[config.mk]
export PLATFORM = sky130hd
export DESIGN_NAME = upcnt_cmp_timer
export DESIGN_NICKNAME = d
export VERILOG_FILES = /design/src/rtl/tmr_pkg.sv /design/src/rtl/tmr_regs.sv /design/src/rtl/tmr_count.sv /design/src/rtl/upcnt_cmp_timer.sv
export SDC_FILE = /design/constraint.sdc
export NUM_CORES = 1
export LEC_CHECK = 0
export BUFFER_PORTS_ARGS = -buffer_cell sky130_fd_sc_hd__buf_2
export CAP_MARGIN = 5
export CORE_MARGIN = 5
export CORE_UTILIZATION = 40
export CTS_CLUSTER_SIZE = 40
export DETAILED_ROUTE_END_ITERATION = 10
export SYNTH_ARGS = -nofsm -noshare
export SYNTH_HDL_FRONTEND = slang
export SYNTH_SLANG_ARGS = --single-unit
[constraint.sdc]
create_clock -name clk -period 4.8 [get_ports clk]
set_input_delay 0.96 -clock clk [delete_from_list [all_inputs] [get_ports clk]]
set_output_delay 0.96 -clock clk [all_outputs]
set_load 0.01 [all_outputs]
[src/rtl/tmr_pkg.sv]
package tmr_pkg;

    localparam int BYTE_W = 8;

    // Register offsets; software decodes these, so they are fixed.
    localparam logic [7:0] OFS_MODE_HI = 8'h84;
    localparam logic [7:0] OFS_MODE_LO = 8'h85;
    localparam logic [7:0] OFS_COUNT   = 8'hA4;
    localparam logic [7:0] OFS_CMODE_A = 8'hB4;
    localparam logic [7:0] OFS_CMODE_B = 8'hB5;
    localparam logic [7:0] OFS_CMP_A   = 8'hC4;
    localparam logic [7:0] OFS_CMP_B   = 8'hD4;

    // Mode byte fields
    localparam logic [BYTE_W-1:0] HI_RSVD_MASK = 8'h2C;
    localparam logic [BYTE_W-1:0] LO_RSVD_MASK = 8'h07;
    localparam int RUN_BIT  = 7;
    localparam int LOAD_BIT = 6;

endpackage

[src/rtl/tmr_regs.sv]
module tmr_regs
    import tmr_pkg::*;
#(
    parameter int CNT_W  = 16,
    parameter int ADDR_W = 8
) (
    input  logic              clk,
    input  logic              rst_n,
    input  logic              wr_en_i,
    input  logic              rd_en_i,
    input  logic [ADDR_W-1:0] addr_i,
    input  logic              wide_i,
    input  logic [CNT_W-1:0]  wdata_i,
    input  logic [CNT_W-1:0]  count_i,
    output logic [CNT_W-1:0]  rdata_o,
    output logic              err_o,
    output logic              run_o,
    output logic              restart_o,
    output logic [CNT_W-1:0]  cmp_a_o,
    output logic [CNT_W-1:0]  cmp_b_o
);

    typedef struct packed {
        logic [BYTE_W-1:0] mode_hi;
        logic [BYTE_W-1:0] mode_lo;
        logic [BYTE_W-1:0] cmode_a;
        logic [BYTE_W-1:0] cmode_b;
        logic [CNT_W-1:0]  cmp_a;
        logic [CNT_W-1:0]  cmp_b;
    } regs_t;

    regs_t r_d, r_q;

    logic sel_hi, sel_lo, sel_cnt, sel_cma, sel_cmb, sel_ca, sel_cb;
    logic touch_hi, touch_lo, mapped, size_ok, bad_val, bad, wr_ok;
    logic [BYTE_W-1:0] hi_byte, lo_byte;

    // Decode and legality
    always_comb begin
        sel_hi  = (addr_i == ADDR_W'(OFS_MODE_HI));
        sel_lo  = (addr_i == ADDR_W'(OFS_MODE_LO));
        sel_cnt = (addr_i == ADDR_W'(OFS_COUNT));
        sel_cma = (addr_i == ADDR_W'(OFS_CMODE_A));
        sel_cmb = (addr_i == ADDR_W'(OFS_CMODE_B));
        sel_ca  = (addr_i == ADDR_W'(OFS_CMP_A));
        sel_cb  = (addr_i == ADDR_W'(OFS_CMP_B));

        hi_byte  = wide_i ? wdata_i[2*BYTE_W-1:BYTE_W] : wdata_i[BYTE_W-1:0];
        lo_byte  = wdata_i[BYTE_W-1:0];
        touch_hi = sel_hi;
        touch_lo = sel_lo | (sel_hi & wide_i);

        mapped  = sel_hi | sel_lo | sel_cnt | sel_cma | sel_cmb | sel_ca | sel_cb;
        size_ok = !wide_i | sel_hi | sel_cnt | sel_ca | sel_cb;
        bad_val = wr_en_i &
                  ((touch_hi & (|(hi_byte & HI_RSVD_MASK))) |
                   (touch_lo & ((|(lo_byte & LO_RSVD_MASK)) |
                                (lo_byte[RUN_BIT] & lo_byte[LOAD_BIT]))));
        bad     = !mapped | !size_ok | (wr_en_i & sel_cnt) | bad_val;
        err_o   = (wr_en_i | rd_en_i) & bad;
        wr_ok   = wr_en_i & !bad;
    end

    // Next register state
    always_comb begin
        r_d = r_q;
        if (wr_ok) begin
            if (touch_hi) r_d.mode_hi = hi_byte;
            if (touch_lo) r_d.mode_lo = lo_byte;
            if (sel_cma)  r_d.cmode_a = lo_byte;
            if (sel_cmb)  r_d.cmode_b = lo_byte;
            if (sel_ca)   r_d.cmp_a   = wide_i ? wdata_i : CNT_W'(lo_byte);
            if (sel_cb)   r_d.cmp_b   = wide_i ? wdata_i : CNT_W'(lo_byte);
        end
    end

    always_ff @(posedge clk or negedge rst_n) begin
        if (!rst_n) r_q <= '0;
        else        r_q <= r_d;
    end

    // Read mux
    always_comb begin
        rdata_o = '0;
        if (rd_en_i && !bad) begin
            if (sel_hi)
                rdata_o = wide_i ? CNT_W'({r_q.mode_hi, r_q.mode_lo}) : CNT_W'(r_q.mode_hi);
            else if (sel_lo)
                rdata_o = CNT_W'(r_q.mode_lo);
            else if (sel_cnt)
                rdata_o = wide_i ? count_i : CNT_W'(count_i[BYTE_W-1:0]);
            else if (sel_cma)
                rdata_o = CNT_W'(r_q.cmode_a);
            else if (sel_cmb)
                rdata_o = CNT_W'(r_q.cmode_b);
            else if (sel_ca)
                rdata_o = wide_i ? r_q.cmp_a : CNT_W'(r_q.cmp_a[BYTE_W-1:0]);
            else if (sel_cb)
                rdata_o = wide_i ? r_q.cmp_b : CNT_W'(r_q.cmp_b[BYTE_W-1:0]);
        end
    end

    assign run_o     = r_q.mode_lo[RUN_BIT];
    assign restart_o = wr_ok & touch_lo;
    assign cmp_a_o   = r_q.cmp_a;
    assign cmp_b_o   = r_q.cmp_b;

    // A rejected write leaves all stored state untouched
    p_reject_holds_r3: assert property (@(posedge clk) disable iff (!rst_n)
        (wr_en_i && err_o) |=> $stable(r_q));

    // Mode bytes never hold a reserved bit or enable+load together
    p_mode_clean_r2: assert property (@(posedge clk) disable iff (!rst_n)
        ((r_q.mode_lo & LO_RSVD_MASK) == '0) &&
        ((r_q.mode_hi & HI_RSVD_MASK) == '0) &&
        !(r_q.mode_lo[RUN_BIT] && r_q.mode_lo[LOAD_BIT]));

endmodule

[src/rtl/tmr_count.sv]
module tmr_count #(
    parameter int CNT_W = 16
) (
    input  logic             clk,
    input  logic             rst_n,
    input  logic             tick_i,
    input  logic             run_i,
    input  logic             restart_i,
    input  logic [CNT_W-1:0] cmp_a_i,
    input  logic [CNT_W-1:0] cmp_b_i,
    output logic [CNT_W-1:0] count_o,
    output logic             period_o,
    output logic             match_b_o
);

    typedef struct packed {
        logic [CNT_W-1:0] count;
        logic             period;
        logic             match_b;
    } cnt_state_t;

    cnt_state_t s_d, s_q;
    logic [CNT_W-1:0] nxt;

    always_comb begin
        s_d         = s_q;
        s_d.period  = 1'b0;
        s_d.match_b = 1'b0;
        nxt         = s_q.count + CNT_W'(1);
        if (restart_i || !run_i) begin
            s_d.count = '0;
        end else if (tick_i && (cmp_a_i != '0)) begin
            if (nxt >= cmp_a_i) begin
                s_d.count  = '0;
                s_d.period = 1'b1;
            end else begin
                s_d.count   = nxt;
                s_d.match_b = (nxt == cmp_b_i);
            end
        end
    end

    always_ff @(posedge clk or negedge rst_n) begin
        if (!rst_n) s_q <= '0;
        else        s_q <= s_d;
    end

    assign count_o   = s_q.count;
    assign period_o  = s_q.period;
    assign match_b_o = s_q.match_b;

    p_period_restarts_r5: assert property (@(posedge clk) disable iff (!rst_n)
        s_q.period |-> (s_q.count == '0));

    p_pulse_needs_tick_r5: assert property (@(posedge clk) disable iff (!rst_n)
        (s_q.period || s_q.match_b) |-> ($past(tick_i) && $past(run_i)));

    p_stop_zero_r9: assert property (@(posedge clk) disable iff (!rst_n)
        (!run_i || restart_i) |=> (s_q.count == '0));

    p_zero_period_silent_r6: assert property (@(posedge clk) disable iff (!rst_n)
        (cmp_a_i == '0) |=> (!s_q.period && !s_q.match_b));

    p_match_below_r7: assert property (@(posedge clk) disable iff (!rst_n)
        s_q.match_b |-> (($past(cmp_b_i) < $past(cmp_a_i)) && (s_q.count == $past(cmp_b_i))));

endmodule

[src/rtl/upcnt_cmp_timer.sv]
module upcnt_cmp_timer #(
    parameter int CNT_W  = 16,
    parameter int ADDR_W = 8
) (
    input  logic              clk,
    input  logic              rst_n,
    input  logic              tick_i,
    input  logic              bus_wr_i,
    input  logic              bus_rd_i,
    input  logic [ADDR_W-1:0] bus_addr_i,
    input  logic              bus_wide_i,
    input  logic [CNT_W-1:0]  bus_wdata_i,
    output logic [CNT_W-1:0]  bus_rdata_o,
    output logic              bus_err_o,
    output logic              period_o,
    output logic              match_b_o
);

    logic             run;
    logic             restart;
    logic [CNT_W-1:0] cmp_a;
    logic [CNT_W-1:0] cmp_b;
    logic [CNT_W-1:0] count;

    tmr_regs #(.CNT_W(CNT_W), .ADDR_W(ADDR_W)) u_regs (
        .clk       (clk),
        .rst_n     (rst_n),
        .wr_en_i   (bus_wr_i),
        .rd_en_i   (bus_rd_i),
        .addr_i    (bus_addr_i),
        .wide_i    (bus_wide_i),
        .wdata_i   (bus_wdata_i),
        .count_i   (count),
        .rdata_o   (bus_rdata_o),
        .err_o     (bus_err_o),
        .run_o     (run),
        .restart_o (restart),
        .cmp_a_o   (cmp_a),
        .cmp_b_o   (cmp_b)
    );

    tmr_count #(.CNT_W(CNT_W)) u_count (
        .clk       (clk),
        .rst_n     (rst_n),
        .tick_i    (tick_i),
        .run_i     (run),
        .restart_i (restart),
        .cmp_a_i   (cmp_a),
        .cmp_b_i   (cmp_b),
        .count_o   (count),
        .period_o  (period_o),
        .match_b_o (match_b_o)
    );

endmodule

Word level (Yosys, flattened, before mapping)
Cells that the tools add are included.
{ "totals": {"reg_bits": 82, "input_bits": 30, "output_inout_bits": 19, "wordCells": 83} }
{ "classes": {"n_addsub": 1, "order_cmp": 1, "eq_ne": 8, "mux": 20, "bitwise": 26, "n_reduce_logical": 18} }
{ "op_table": {"columns": ["operator", "n"], "rows": [
  ["two-way mux 16 bit", 15],
  ["equality test 8 bit, second input constant", 7],
  ["two-way mux 18 bit", 1],
  ["bitwise OR 1 bit", 17],
  ["adder 16 x 1 -> 16 bit, second input constant", 1],
  ["equality test 16 bit", 1],
  ["greater-or-equal comparator 16 bit", 1],
  ["nonzero test 16 bit", 1],
  ["AND reduction 2 bit", 6],
  ["bitwise AND 1 bit", 9],
  ["two-way mux 8 bit", 1],
  ["OR reduction 3 bit", 2],
  ["logical NOT 1 bit", 5],
  ["logical AND 1 bit", 2],
  ["two-way mux 1 bit", 2],
  ["two-way mux 2 bit", 1],
  ["nonzero test 2 bit", 1],
  ["logical OR 1 bit", 1]
]} }

Logic depth before layout (Yosys ltp)
{ "depth": {"ltp_word": 16, "depth_mapped": 15} }

Cells and area by module
Synthesis repeated with hierarchy kept, for this count alone.
{ "hier_totals": {"cells_unflattened": 636, "hier_area_um2": 5728.0} }
{ "by_module_without_submodules": {"columns": ["module", "n_inst", "cells_per_inst", "area_per_inst_um2"], "rows": [
  ["tmr_regs", 1, 412, 3841.2],
  ["tmr_count", 1, 224, 1886.8]
]} }

Worst setup path before layout
OpenSTA, ideal clock, no wires.
{ "synth_timing": {"path_kind": "input -> output", "from": "input port bus_wide_i", "to": "output port bus_rdata_o[10]", "arrival_time_ns": 2.786, "slack_ns": 1.054, "path_stages": 9, "cell_sequence": "buf_6 or4_1 a21oi_2 o32ai_1 a211o_1 clkbuf_1 inv_1 nand2_1 nor2_1"} }
{ "synth_between": {"elab_chain_cells": 12, "elab_cells_between_ends": 31, "cone_classes": "13 x mux; 13 x bitwise; 5 x reduce/logical"} }
{ "synth_lines": {"columns": ["element", "line_no", "rtl"], "rows": [
  ["start, declared", "upcnt_cmp_timer.sv:11", "input logic bus_wide_i,"],
  ["logical NOT 1 bit", "tmr_regs.sv:54", "size_ok = !wide_i | sel_hi | sel_cnt | sel_ca | sel_cb;"],
  ["bitwise OR 1 bit (4 in a row)", "tmr_regs.sv:54", null],
  ["logical NOT 1 bit", "tmr_regs.sv:59", "bad = !mapped | !size_ok | (wr_en_i & sel_cnt) | bad_val;"],
  ["bitwise OR 1 bit (3 in a row)", "tmr_regs.sv:59", null],
  ["logical NOT 1 bit", "tmr_regs.sv:85", "if (rd_en_i && !bad) begin"],
  ["logical AND 1 bit", "tmr_regs.sv:85", null],
  ["two-way mux 16 bit (*)", "tmr_regs.sv:85", null],
  ["end, declared", "upcnt_cmp_timer.sv:13", "output logic [CNT_W-1:0] bus_rdata_o,"]
]} }
Mark *: on every way between the ends. The rest lies on a longest branch, timed or not.

Worst setup path in the final report
{ "layout_timing": {"from": "input port bus_wide_i", "to": "output port bus_rdata_o[9]"} }
The elaborated chain is that of the path after synthesis.

==> flow_summary.json <==
{
  "crit_type": "primary input to output pin",
  "cts_buffers": 9,
  "cts.clk_slew.worst_paths_ps": 60,
  "multiInputGateArea_mm2": 0.003136,
  "postSynth.asyncResetShare": 1.000,
  "cts_root_buf": "clkbuf_16",
  "slew_viol_final": 0,
  "r2r_end": "u_count.match_b_o",
  "dpl_cell_area_mm2": 0.005838,
  "drive_above_1_share": 0.1991,
  "design.core.area_mm2": 0.01330,
  "syn_area_per_cell_um2": 8.864,
  "worst_pin_slew_ps": 1076,
  "maxSlewHeadroom": 0.2826,
  "hp-class": "flip-flop to flip-flop",
  "finalPower_mw": 1.564,
  "ant_nets": 0,
  "yosysSeqAreaShare": 0.3758,
  "ir_worst_vdd_mv": 0.2769,
  "min_delay_path_depth": 1,
  "synth_area_mm2": 0.005460,
  "status": "finished, final reports clean",
  "synth_seq_cells": 82,
  "clock.fmax_ghz": 0.2388,
  "htreeDepth": 3,
  "numClockSinks": 82,
  "dp_hpwl_um": 12380,
  "antennaDiodeCount": 0,
  "grt_pass1_vias": 4639,
  "vias": 4801,
  "clock_skew_ps": 8.994,
  "syn_nets": 663,
  "synth_cell_type_count": 60,
  "grt_pass1_wl_um": 26450,
  "rsz0062_at_grt": "no",
  "synth_warnings": 0,
  "routed_wl_um": 16660,
  "clockBufferDepth": 2,
  "postCtsResizedCells": 0,
  "hold_viol": 0,
  "io_buffers": 48,
  "endpoint_kind": "output pin",
  "drcViolationCount": 0,
  "worst-path-max-fanout": 16,
  "grt_max_degree": 83,
  "num-fill-cells": 1313,
  "antenna_found_initial": 0,
  "drt_iter0_markers": 557,
  "min_period_ps": 4187,
  "area_growth_pct": 12.90,
  "synthTopCellsByArea": "dfrtp_1, mux2_2, nand2_1",
  "worstPathArrival_ps": 3230,
  "synth_top_area_share": 0.3758,
  "r2r-start": "u_count.count_o[0]",
  "tns_ps": 0,
  "hold_path_end": "u_regs.r_q[36]",
  "syn_inst": 616,
  "grt-ovfl-total": 0,
  "final_cell_area_mm2": 0.006165,
  "fp.dieH_um": 126.8,
  "die_area_mm2": 0.01609,
  "fin_crit_sh": 0.8723,
  "synth_edf_count": 0,
  "cts_tree": "done",
  "maxCapViolations": 0,
  "hold_buffers": 0,
  "first_pass_iters": 5,
  "wire_per_inst_um": 20.10,
  "gp_congestion": 0.9495,
  "final_nets": 695,
  "startpoint": "bus_wide_i",
  "cts_setup_buffers": 0,
  "reg2reg_depth": 14,
  "worst_slack_ps": 613.1,
  "reg2reg_slack_ps": 760,
  "synthFlopType": "dfrtp_1",
  "cp.required_ps": 3840,
  "startpoint_type": "primary input",
  "synthMostInstantiatedCell": "nand2_1",
  "synth_top_cells_by_count": "nand2_1, dfrtp_1, o21ai_0",
  "finalSetupViolCount": 0,
  "rows": 42,
  "dieWidth_um": 126.8,
  "whs_ps": 508.0,
  "place_ws_ps": 628.9,
  "synth_area_leader_cell": "dfrtp_1",
  "via_per_inst": 5.791,
  "power_leakage_nw": 2.718,
  "seq_area_mm2": 0.002052,
  "p_per_area_mw_per_mm2": 253.7,
  "track_usage": 0.2131,
  "hp-start": "u_regs.r_q[36]",
  "start_util": 0.4107,
  "io_pins": 49,
  "clk-insertion-delay-late_ps": 360
}
[cell families after synthesis]
logic type                 Yosys count  share of synthesized area
and+or+nand+nor                    219                     0.2005
AOI/OAI and AO/OA                  142                     0.1586
buffers and inverters               65                    0.04995
muxes                               65                     0.1345
adders and majority gates           17                    0.03895
DFF                                 82                     0.3758
xor gates and xnor gates            26                    0.04171
[metal layers]
| metal | wire length (um) | track usage | up-vias |
|---|---|---|---|
| met4 | 586 | 0.08959 | 0 |
| met5 | 0 | 0 | - |
| li1 | - | - | 2287 |
| met2 | 7479 | 0.3169 | 164 |
| met3 | 921 | 0.04330 | 33 |
| met1 | 7674 | 0.3019 | 2317 |
[how the worst max path moves through the flow]
stage | slack [ps] | cells after the start | to
finish | 610 | 9 | bus_rdata_o[9]
global route | 390 | 14 | u_count.match_b_o
CTS | 620 | 9 | bus_rdata_o[9]
detailed placement | 630 | 9 | bus_rdata_o[9]
global placement | 700 | 9 | bus_rdata_o[15]
floorplan | 1050 | 9 | bus_rdata_o[10]
[metrics by stage]
stage	utilization	instances
final	0.4637	829
after global routing	0.4637	829
after CTS	0.4637	829
after detailed placement	0.4391	813
after global placement	0.4391	813
after floorplan	-	616
[layout by cell type (no fill, tap or decap), types with 3 or more instances in the layout]
| cell type | instances |
|---|---|
| xor2_1 | 11 |
| a222oi_1 | 8 |
| xnor2_1 | 15 |
| nand4_1 | 8 |
| nand4b_1 | 4 |
| nor2b_1 | 4 |
| nand3_1 | 22 |
| ha_1 | 17 |
| nand2b_1 | 3 |
| a211oi_1 | 9 |
| inv_1 | 26 |
| clkbuf_16 | 9 |
| and2_1 | 7 |
| a31oi_1 | 9 |
| mux2_2 | 35 |
| buf_4 | 13 |
| and3_1 | 6 |
| or4_1 | 5 |
| o22ai_1 | 9 |
| nand2_1 | 95 |
| o21ai_0 | 65 |
| mux2i_1 | 22 |
| nor4_1 | 9 |
| a21oi_1 | 25 |
| buf_2 | 47 |
| mux2_4 | 8 |
| nor2_1 | 24 |
| nor3_1 | 15 |
| dfrtp_1 | 82 |
[registers in the layout, indices dropped and copies added, names as in the netlist]
register,flops
u_regs.cmp_b_o,16
u_regs.run_o,1
u_count.match_b_o,1
u_count.period_o,1
u_count.count_o,16
u_regs.r_q,31
u_regs.cmp_a_o,16
[power by group]
part | switching, mW | internal (mW)
sequential | 0.000838 | 0.691
clock | 0.323 | 0.461
combinational | 0.0613 | 0.0256
[area by class of cell]
class,instances,area share
Clock buffer,9,0.03653
Clock inverter,7,0.01644
Inverter,26,0.01583
Multi-Input combinational cell,469,0.5086
Sequential cell,82,0.3329
Tap cell,176,0.03572
Timing Repair Buffer,60,0.05399
[critical path: stages]
cell and delay, ps:
buf_2 310, buf_4 270, o21ai_0 130, o32ai_1 570
a211o_1 420, inv_1 70, nand2_1 240, nor2_1 90
buf_2 150
Power figures use the tool's default switching activity.
